`src/rtl/cmd_ring_pkg.sv`:
```
package cmd_ring_pkg;
  typedef enum logic [1:0] {
    ST_IDLE,
    ST_REQ,
    ST_WAIT,
    ST_SEND
  } fetchState_t;

  // Strobes from control to datapath
  typedef struct packed {
    logic issueRd;
    logic capture;
    logic advance;
    logic memFail;
  } ctrlStb_t;

  localparam logic [1:0] REG_WP   = 2'd0;
  localparam logic [1:0] REG_RP   = 2'd1;
  localparam logic [1:0] REG_CTL  = 2'd2;
  localparam logic [1:0] REG_SIZE = 2'd3;
endpackage

```
`src/rtl/cmd_ring_ctrl.sv`:
```
module cmd_ring_ctrl
  import cmd_ring_pkg::*;
(
  input  logic     clk,
  input  logic     rst_n,
  input  logic     canFetch,
  input  logic     ctrlWr,
  input  logic     wrRun,
  input  logic     memRdValid,
  input  logic     memRdErr,
  input  logic     cmdReady,
  output ctrlStb_t stb,
  output logic     runBit,
  output logic     memRdEn,
  output logic     cmdValid
);
  fetchState_t state, stateNext;
  logic runReq;

  always_comb begin
    stb       = '0;
    stateNext = state;
    unique case (state)
      ST_IDLE: if (runReq && canFetch) stateNext = ST_REQ;
      ST_REQ: begin
        stb.issueRd = 1'b1;
        stateNext   = ST_WAIT;
      end
      ST_WAIT: begin
        if (memRdErr) begin
          stb.memFail = 1'b1;
          stateNext   = ST_IDLE;
        end else if (memRdValid) begin
          stb.capture = 1'b1;
          stateNext   = ST_SEND;
        end
      end
      ST_SEND: begin
        if (cmdReady) begin
          stb.advance = 1'b1;
          stateNext   = ST_IDLE;
        end
      end
      default: stateNext = ST_IDLE;
    endcase
  end

  always_ff @(posedge clk) begin
    if (!rst_n) begin
      state  <= ST_IDLE;
      runReq <= 1'b0;
    end else begin
      state <= stateNext;
      if (stb.memFail) runReq <= 1'b0;
      else if (ctrlWr) runReq <= wrRun;
    end
  end

  assign memRdEn  = (state == ST_REQ);
  assign cmdValid = (state == ST_SEND);
  assign runBit   = runReq || (state != ST_IDLE);

  AST_SEND_HOLD: assert property (@(posedge clk) disable iff (!rst_n)
    cmdValid && !cmdReady |=> cmdValid);
  AST_SINGLE_READ: assert property (@(posedge clk) disable iff (!rst_n)
    memRdEn |=> !memRdEn);
  AST_MEMFAIL_STOP: assert property (@(posedge clk) disable iff (!rst_n)
    (state == ST_WAIT && memRdErr) |=> !runBit && !cmdValid);
  AST_STOP_AFTER_SEND: assert property (@(posedge clk) disable iff (!rst_n)
    $fell(runBit) |-> !cmdValid && !memRdEn);
endmodule

```
`src/rtl/cmd_ring_dp.sv`:
```
module cmd_ring_dp
  import cmd_ring_pkg::*;
#(
  parameter int PTR_W      = 8,
  parameter int DATA_W     = 32,
  parameter int REG_W      = 16,
  parameter int NUM_CODECS = 4,
  parameter int SIZE_CODE  = 2
) (
  input  logic              clk,
  input  logic              rst_n,
  input  logic              pwrDown,
  input  logic              regWrEn,
  input  logic [1:0]        regAddr,
  input  logic [REG_W-1:0]  regWrData,
  output logic [REG_W-1:0]  regRdData,
  input  ctrlStb_t          stb,
  input  logic              runBit,
  input  logic              cmdValid,
  input  logic              cmdReady,
  input  logic [DATA_W-1:0] memRdData,
  output logic [PTR_W-1:0]  memRdIdx,
  output logic [DATA_W-1:0] cmdData,
  output logic              canFetch,
  output logic              ctrlWr,
  output logic              wrRun
);
  localparam int CA_W     = 4;
  localparam int RST_BIT  = REG_W - 1;
  localparam logic [CA_W:0] CODEC_LIM = (CA_W+1)'(NUM_CODECS);
  localparam logic [1:0] SIZE_OK = 2'(SIZE_CODE);

  logic [PTR_W-1:0]  wpReg, rpReg;
  logic              rstFlag;
  logic [1:0]        sizeReg;
  logic              memErrFlag, addrErrFlag;
  logic [DATA_W-1:0] cmdBuf;
  logic              wrOk, ringFull, codecBad;
  logic [CA_W-1:0]   codecField;

  assign wrOk   = regWrEn && !pwrDown;
  assign ctrlWr = wrOk && (regAddr == REG_CTL);
  assign wrRun  = regWrData[0];

  assign codecField = cmdBuf[DATA_W-1 -: CA_W];
  assign codecBad   = ({1'b0, codecField} >= CODEC_LIM);
  assign ringFull   = (PTR_W'(wpReg + 1'b1) == rpReg);

  assign canFetch = (rpReg != wpReg) && !rstFlag && (sizeReg == SIZE_OK) && !pwrDown;
  assign memRdIdx = PTR_W'(rpReg + 1'b1);
  assign cmdData  = cmdBuf;

  always_ff @(posedge clk) begin
    if (!rst_n) begin
      wpReg       <= '0;
      rpReg       <= '0;
      rstFlag     <= 1'b0;
      sizeReg     <= '0;
      memErrFlag  <= 1'b0;
      addrErrFlag <= 1'b0;
      cmdBuf      <= '0;
    end else begin
      if (wrOk && regAddr == REG_WP) wpReg <= regWrData[PTR_W-1:0];

      if (wrOk && regAddr == REG_RP) begin
        if (regWrData[RST_BIT]) begin
          rpReg   <= '0;
          rstFlag <= 1'b1;
        end else begin
          rstFlag <= 1'b0;
        end
      end else if (stb.advance && !rstFlag) begin
        rpReg <= PTR_W'(rpReg + 1'b1);
      end

      if (wrOk && regAddr == REG_SIZE) sizeReg <= regWrData[1:0];

      if (stb.memFail) memErrFlag <= 1'b1;
      else if (ctrlWr && regWrData[1]) memErrFlag <= 1'b0;

      if (stb.advance && codecBad) addrErrFlag <= 1'b1;
      else if (ctrlWr && regWrData[2]) addrErrFlag <= 1'b0;

      if (stb.capture) cmdBuf <= memRdData;
    end
  end

  always_comb begin
    unique case (regAddr)
      REG_WP:  regRdData = pwrDown ? '1 : {{(REG_W-PTR_W){1'b0}}, wpReg};
      REG_RP:  regRdData = pwrDown ? '1 : {rstFlag, {(REG_W-PTR_W-1){1'b0}}, rpReg};
      REG_CTL: regRdData = {{(REG_W-4){1'b0}}, ringFull, addrErrFlag, memErrFlag, runBit};
      default: regRdData = {{(REG_W-2){1'b0}}, sizeReg};
    endcase
  end

  AST_RP_STEP: assert property (@(posedge clk) disable iff (!rst_n)
    !$stable(rpReg) |-> (rpReg == PTR_W'($past(rpReg) + 1'b1)) || (rpReg == '0));
  AST_READ_NOT_EMPTY: assert property (@(posedge clk) disable iff (!rst_n)
    stb.issueRd |-> rpReg != wpReg);
  AST_DATA_STABLE: assert property (@(posedge clk) disable iff (!rst_n)
    cmdValid && !cmdReady |=> $stable(cmdData));
  AST_PWR_FREEZE: assert property (@(posedge clk) disable iff (!rst_n)
    pwrDown |=> $stable(wpReg));
endmodule

```
`src/rtl/cmd_ring_fetch.sv`:
```
module cmd_ring_fetch
  import cmd_ring_pkg::*;
#(
  parameter int PTR_W      = 8,
  parameter int DATA_W     = 32,
  parameter int REG_W      = 16,
  parameter int NUM_CODECS = 4,
  parameter int SIZE_CODE  = 2
) (
  input  logic              clk,
  input  logic              rst_n,
  input  logic              pwrDown,
  input  logic              regWrEn,
  input  logic [1:0]        regAddr,
  input  logic [REG_W-1:0]  regWrData,
  output logic [REG_W-1:0]  regRdData,
  output logic              memRdEn,
  output logic [PTR_W-1:0]  memRdIdx,
  input  logic [DATA_W-1:0] memRdData,
  input  logic              memRdValid,
  input  logic              memRdErr,
  output logic              cmdValid,
  output logic [DATA_W-1:0] cmdData,
  input  logic              cmdReady
);
  ctrlStb_t stb;
  logic canFetch, ctrlWr, wrRun, runBit;

  cmd_ring_ctrl u_ctrl (
    .clk        (clk),
    .rst_n      (rst_n),
    .canFetch   (canFetch),
    .ctrlWr     (ctrlWr),
    .wrRun      (wrRun),
    .memRdValid (memRdValid),
    .memRdErr   (memRdErr),
    .cmdReady   (cmdReady),
    .stb        (stb),
    .runBit     (runBit),
    .memRdEn    (memRdEn),
    .cmdValid   (cmdValid)
  );

  cmd_ring_dp #(
    .PTR_W      (PTR_W),
    .DATA_W     (DATA_W),
    .REG_W      (REG_W),
    .NUM_CODECS (NUM_CODECS),
    .SIZE_CODE  (SIZE_CODE)
  ) u_dp (
    .clk       (clk),
    .rst_n     (rst_n),
    .pwrDown   (pwrDown),
    .regWrEn   (regWrEn),
    .regAddr   (regAddr),
    .regWrData (regWrData),
    .regRdData (regRdData),
    .stb       (stb),
    .runBit    (runBit),
    .cmdValid  (cmdValid),
    .cmdReady  (cmdReady),
    .memRdData (memRdData),
    .memRdIdx  (memRdIdx),
    .cmdData   (cmdData),
    .canFetch  (canFetch),
    .ctrlWr    (ctrlWr),
    .wrRun     (wrRun)
  );
endmodule

```
`config.mk`:
```
export PLATFORM = sky130hd
export DESIGN_NAME = cmd_ring_fetch
export DESIGN_NICKNAME = d
export VERILOG_FILES = /design/src/rtl/cmd_ring_pkg.sv /design/src/rtl/cmd_ring_ctrl.sv /design/src/rtl/cmd_ring_dp.sv /design/src/rtl/cmd_ring_fetch.sv
export SDC_FILE = /design/constraint.sdc
export NUM_CORES = 1
export LEC_CHECK = 0
export BUFFER_PORTS_ARGS = -buffer_cell sky130_fd_sc_hd__buf_2
export CAP_MARGIN = 0
export CORE_MARGIN = 2
export CORE_UTILIZATION = 52
export CTS_CLUSTER_SIZE = 40
export DETAILED_ROUTE_END_ITERATION = 8
export PLACE_DENSITY = 0.85
export SLEW_MARGIN = 0
export SYNTH_ARGS = -nofsm -noshare
export SYNTH_HDL_FRONTEND = slang
export SYNTH_SLANG_ARGS = --single-unit
```
`constraint.sdc`:
```
create_clock -name clk -period 2.65 [get_ports clk]
set_input_delay 0.1325 -clock clk [delete_from_list [all_inputs] [get_ports clk]]
set_output_delay 0.1325 -clock clk [all_outputs]
set_load 0.02 [all_outputs]
```
==> results.py <==
metrics = {
    "setup_path": {
        "path_buf_inv": 1,
        "path_cells": "ha_1 -> xor2_1 -> nor3b_1 -> nand3_1 -> o41ai_1 -> buf_2",
        "r2r_slack_ns": 0.99,
        "max_stage_delay_ns": 0.45,
        "cp_slowest_cell": "dfxtp_1",
        "crit_family": "flip-flops",
        "worstSetupPathType": "reg -> out",
        "worstPathMaxFanout": 6,
        "crit_arrival_ns": 2.10,
        "critical_path_depth": 6,
        "worstPathRequired_ns": 2.52,
        "end_kind": "primary output",
        "endpoint": "regRdData[3]",
        "cp-start-kind": "flop",
        "rr_worst_depth": 5,
        "r2r-end": "u_dp.cmdData[28]",
        "reg2reg_from": "u_ctrl.state[1]",
        "startpoint": "u_dp.wpReg[1]",
    },
    "clocking": {
        "insertion_delay_ns": 0.31,
        "cts_buffer_depth": 2,
        "cts.repair.resized": 0,
        "clock_sinks": 56,
        "cts_root_buffer": "clkbuf_8",
        "cts_hold_buf": 0,
        "numCtsBuffers": 5,
        "post_cts_buffers": 0,
        "cts_htree_levels": 2,
        "cts_tree": "built",
        "clk_pin_slew_worst_paths_ns": 0.10,
    },
    "layout": {
        "final_cell_area_mm2": 0.00353,
        "nets": 509,
        "drive_gt1_share_pct": 28.4,
        "finalNonFillerCells": 523,
        "mostFrequentLayoutCells": "107 x buf_2, 102 x nand2_1, 56 x dfxtp_1, 45 x a21boi_0, 15 x nor2b_1",
        "final_util_pct": 64.6,
        "antenna_cells": 0,
        "layout-area-overhead-vs-synth_pct": 21.2,
        "final_common_cell": "buf_2",
    },
    "detailed_routing": {
        "route.antenna.remaining_nets": 0,
        "dr.pass1.iters": 4,
        "vias": 2685,
        "viasPerCell": 5.13,
        "drt_iter0_markers": 139,
        "postRouteWirelength_mm": 6.55,
        "drc_errors": 0,
        "post_drt_wl_per_cell_um": 12.5,
    },
    "sta": {
        "rsz0062_at_grt": "false",
        "tightest_slew_ns": 0.805,
        "setup_tns_ns": 0,
        "slew_headroom_pct": 46.3,
        "period_share_pct": 84.4,
        "drv_slew": 0,
        "post-route-min-period_ns": 2.24,
        "fmax_mhz": 447,
        "setup_viol": 0,
        "hold_viol": 0,
        "finalWorstSetupSlack_ns": 0.415,
        "fin_worst_skew_ns": 0.00715,
    },
    "floorplan": {
        "initial_core_util_pct": 53.3,
        "die_x_um": 78.9,
        "dieArea_mm2": 0.00622,
        "die_h_um": 78.9,
        "core_mm2": 0.00547,
        "row_count": 27,
        "ioPinCount": 115,
    },
    "power": {
        "pwr-share-seq_pct": 51.5,
        "power_density_mw_per_mm2": 467,
        "p_sw_uw": 360,
        "power_frac_clock_pct": 40.1,
        "swShare_pct": 21.8,
        "leakage_nw": 1.51,
        "cellInternalPower_mw": 1.29,
        "ir_drop_uv": 283,
        "combinationalPowerShare_pct": 8.4,
    },
    "synthesis": {
        "synthAdderAreaFrac_pct": 0.858,
        "seq_area_frac_synth_pct": 38.5,
        "synth-simple-area-share_pct": 28.1,
        "synth_warnings": 0,
        "netlist_area_mm2": 0.00292,
        "syn_inst": 365,
        "syn_avg_cell_area_um2": 7.99,
        "synth_top_flop_cell": "dfxtp_1",
        "synth_xor_area_share_pct": 3.61,
        "synth_cell_types": 47,
        "synth_seq_cells": 56,
        "yosys-mux-area-fraction_pct": 3.26,
        "synth_top_family_by_area": "simple AND/OR/NAND/NOR gates",
        "synth_compound_area_share_pct": 20.1,
        "synthArstFlopShare_pct": 0,
        "syn_nets": 424,
        "synth_edf_count": 0,
    },
    "grt": {
        "grt_pass1_vias": 2538,
        "grt_usage_pct": 21.9,
        "grt_start_max_net_pins": 57,
        "grt_pass1_wl_mm": 11.2,
        "antenna_found_initial": 0,
        "gr-total-overflow": 0,
    },
    "hold_path": {
        "hold_class": "in -> reg",
    },
    "placed_design": {
        "portBuffers": 107,
        "gp_congestion": 0.923,
        "hpwl_mm": 4.85,
        "pre_cts_slack_ns": 0.746,
        "dpl_cell_area_mm2": 0.00340,
        "dp_cells": 515,
    },
    "flow_run": {
        "maxCapViolations": 0,
    },
    "status": {
        "status": "finished clean",
    },
}
## flip-flops by register name, indices dropped and copies added, names as in the netlist, 2 cells and up
| signal | count |
|---|---|
| u_ctrl.state | 2 |
| u_dp.cmdData | 32 |
| u_dp.rpReg | 8 |
| u_dp.sizeReg | 2 |
| u_dp.wpReg | 8 |
## tightest hold or removal path: stages
cell and delay [ns]:
buf_2 0.09, nand2_1 0.05, a21boi_1 0.05
## layer usage
| metal | vias to the layer above | wire, um | track usage (%) |
|---|---|---|---|
| met5 | - | 0 | 0 |
| met1 | 1203 | 2830 | 26.9 |
| met2 | 87 | 3200 | 39.1 |
| met4 | 0 | 49 | 5.17 |
| met3 | 6 | 472 | 4.89 |
| li1 | 1389 | - | - |
## per-stage QoR
step | hold WS [ns] | total power [mW]
2_1_floorplan | 0.267 | 0.955
3_3_place_gp | 0.374 | 1.00
3_5_place_dp | 0.379 | 1.01
4_1_cts | 0.0373 | 1.67
5_1_grt | 0.0399 | 1.72
6_report | 0.0496 | 1.65
## power groups by stage
stage	Sequential [mW]	Combinational (mW)	Clock [mW]
floorplan	0.868	0.0872	0
global placement	0.870	0.135	0
detailed placement	0.870	0.137	0
CTS	0.851	0.138	0.678
global route	0.852	0.151	0.714
finish	0.850	0.138	0.662
## logic make-up after synthesis
| family | Yosys count |
|---|---|
| compound gates | 81 |
| xor+xnor | 12 |
| fa+ha+maj | 2 |
| buf+inv | 32 |
| flops | 56 |
| mux | 9 |
| simple gates | 173 |
## how the worst min path moves through the flow
stage	endpoint	startpoint	cells past startpoint	slack, ns
2_1_floorplan	u_dp.cmdData[0]	memRdData[0]	2	0.27
3_3_place_gp	u_dp.cmdData[0]	memRdData[0]	3	0.37
3_5_place_dp	u_dp.cmdData[24]	memRdData[24]	3	0.38
4_1_cts	u_dp.cmdData[24]	memRdData[24]	3	0.04
5_1_grt	u_dp.cmdData[10]	memRdData[10]	3	0.04
6_report	u_dp.cmdData[24]	memRdData[24]	3	0.05
## cell type report
class | instances | area (um^2)
sequential | 56 | 1120
clock inverter | 3 | 68.8
timing repair buffer | 109 | 551
multi-input combinational | 277 | 1630
inverter | 1 | 3.75
clock buffer | 5 | 68.8
fill | 496 | 1940
tap | 72 | 90.1
## cells in the mapped netlist, types with 2 or more instances
cell,instances,area [um^2]
nand2b_1,6,37.5
nor3b_1,2,15.0
nand4_1,2,12.5
a211oi_1,4,30.0
a21boi_0,45,338
nand2_1,102,383
xnor2_1,10,87.6
clkbuf_1,12,45.0
a22oi_1,4,30.0
o21bai_1,3,22.5
nand4bb_1,2,22.5
or2_2,5,31.3
nor2b_1,15,93.8
o211ai_1,2,15.0
ha_1,2,25.0
and2_1,3,18.8
buf_2,12,60.1
nand3_1,7,35.0
buf_4,6,45.0
a31oi_1,2,12.5
mux2i_1,7,70.1
nor3_1,6,30.0
xor2_1,2,17.5
o21a_1,4,30.0
dfxtp_1,56,1120
o21ai_0,5,25.0
a21boi_1,4,30.0
a21oi_1,4,20.0
nor2_1,13,48.8
No activity file was read; power rests on OpenSTA's default activity.
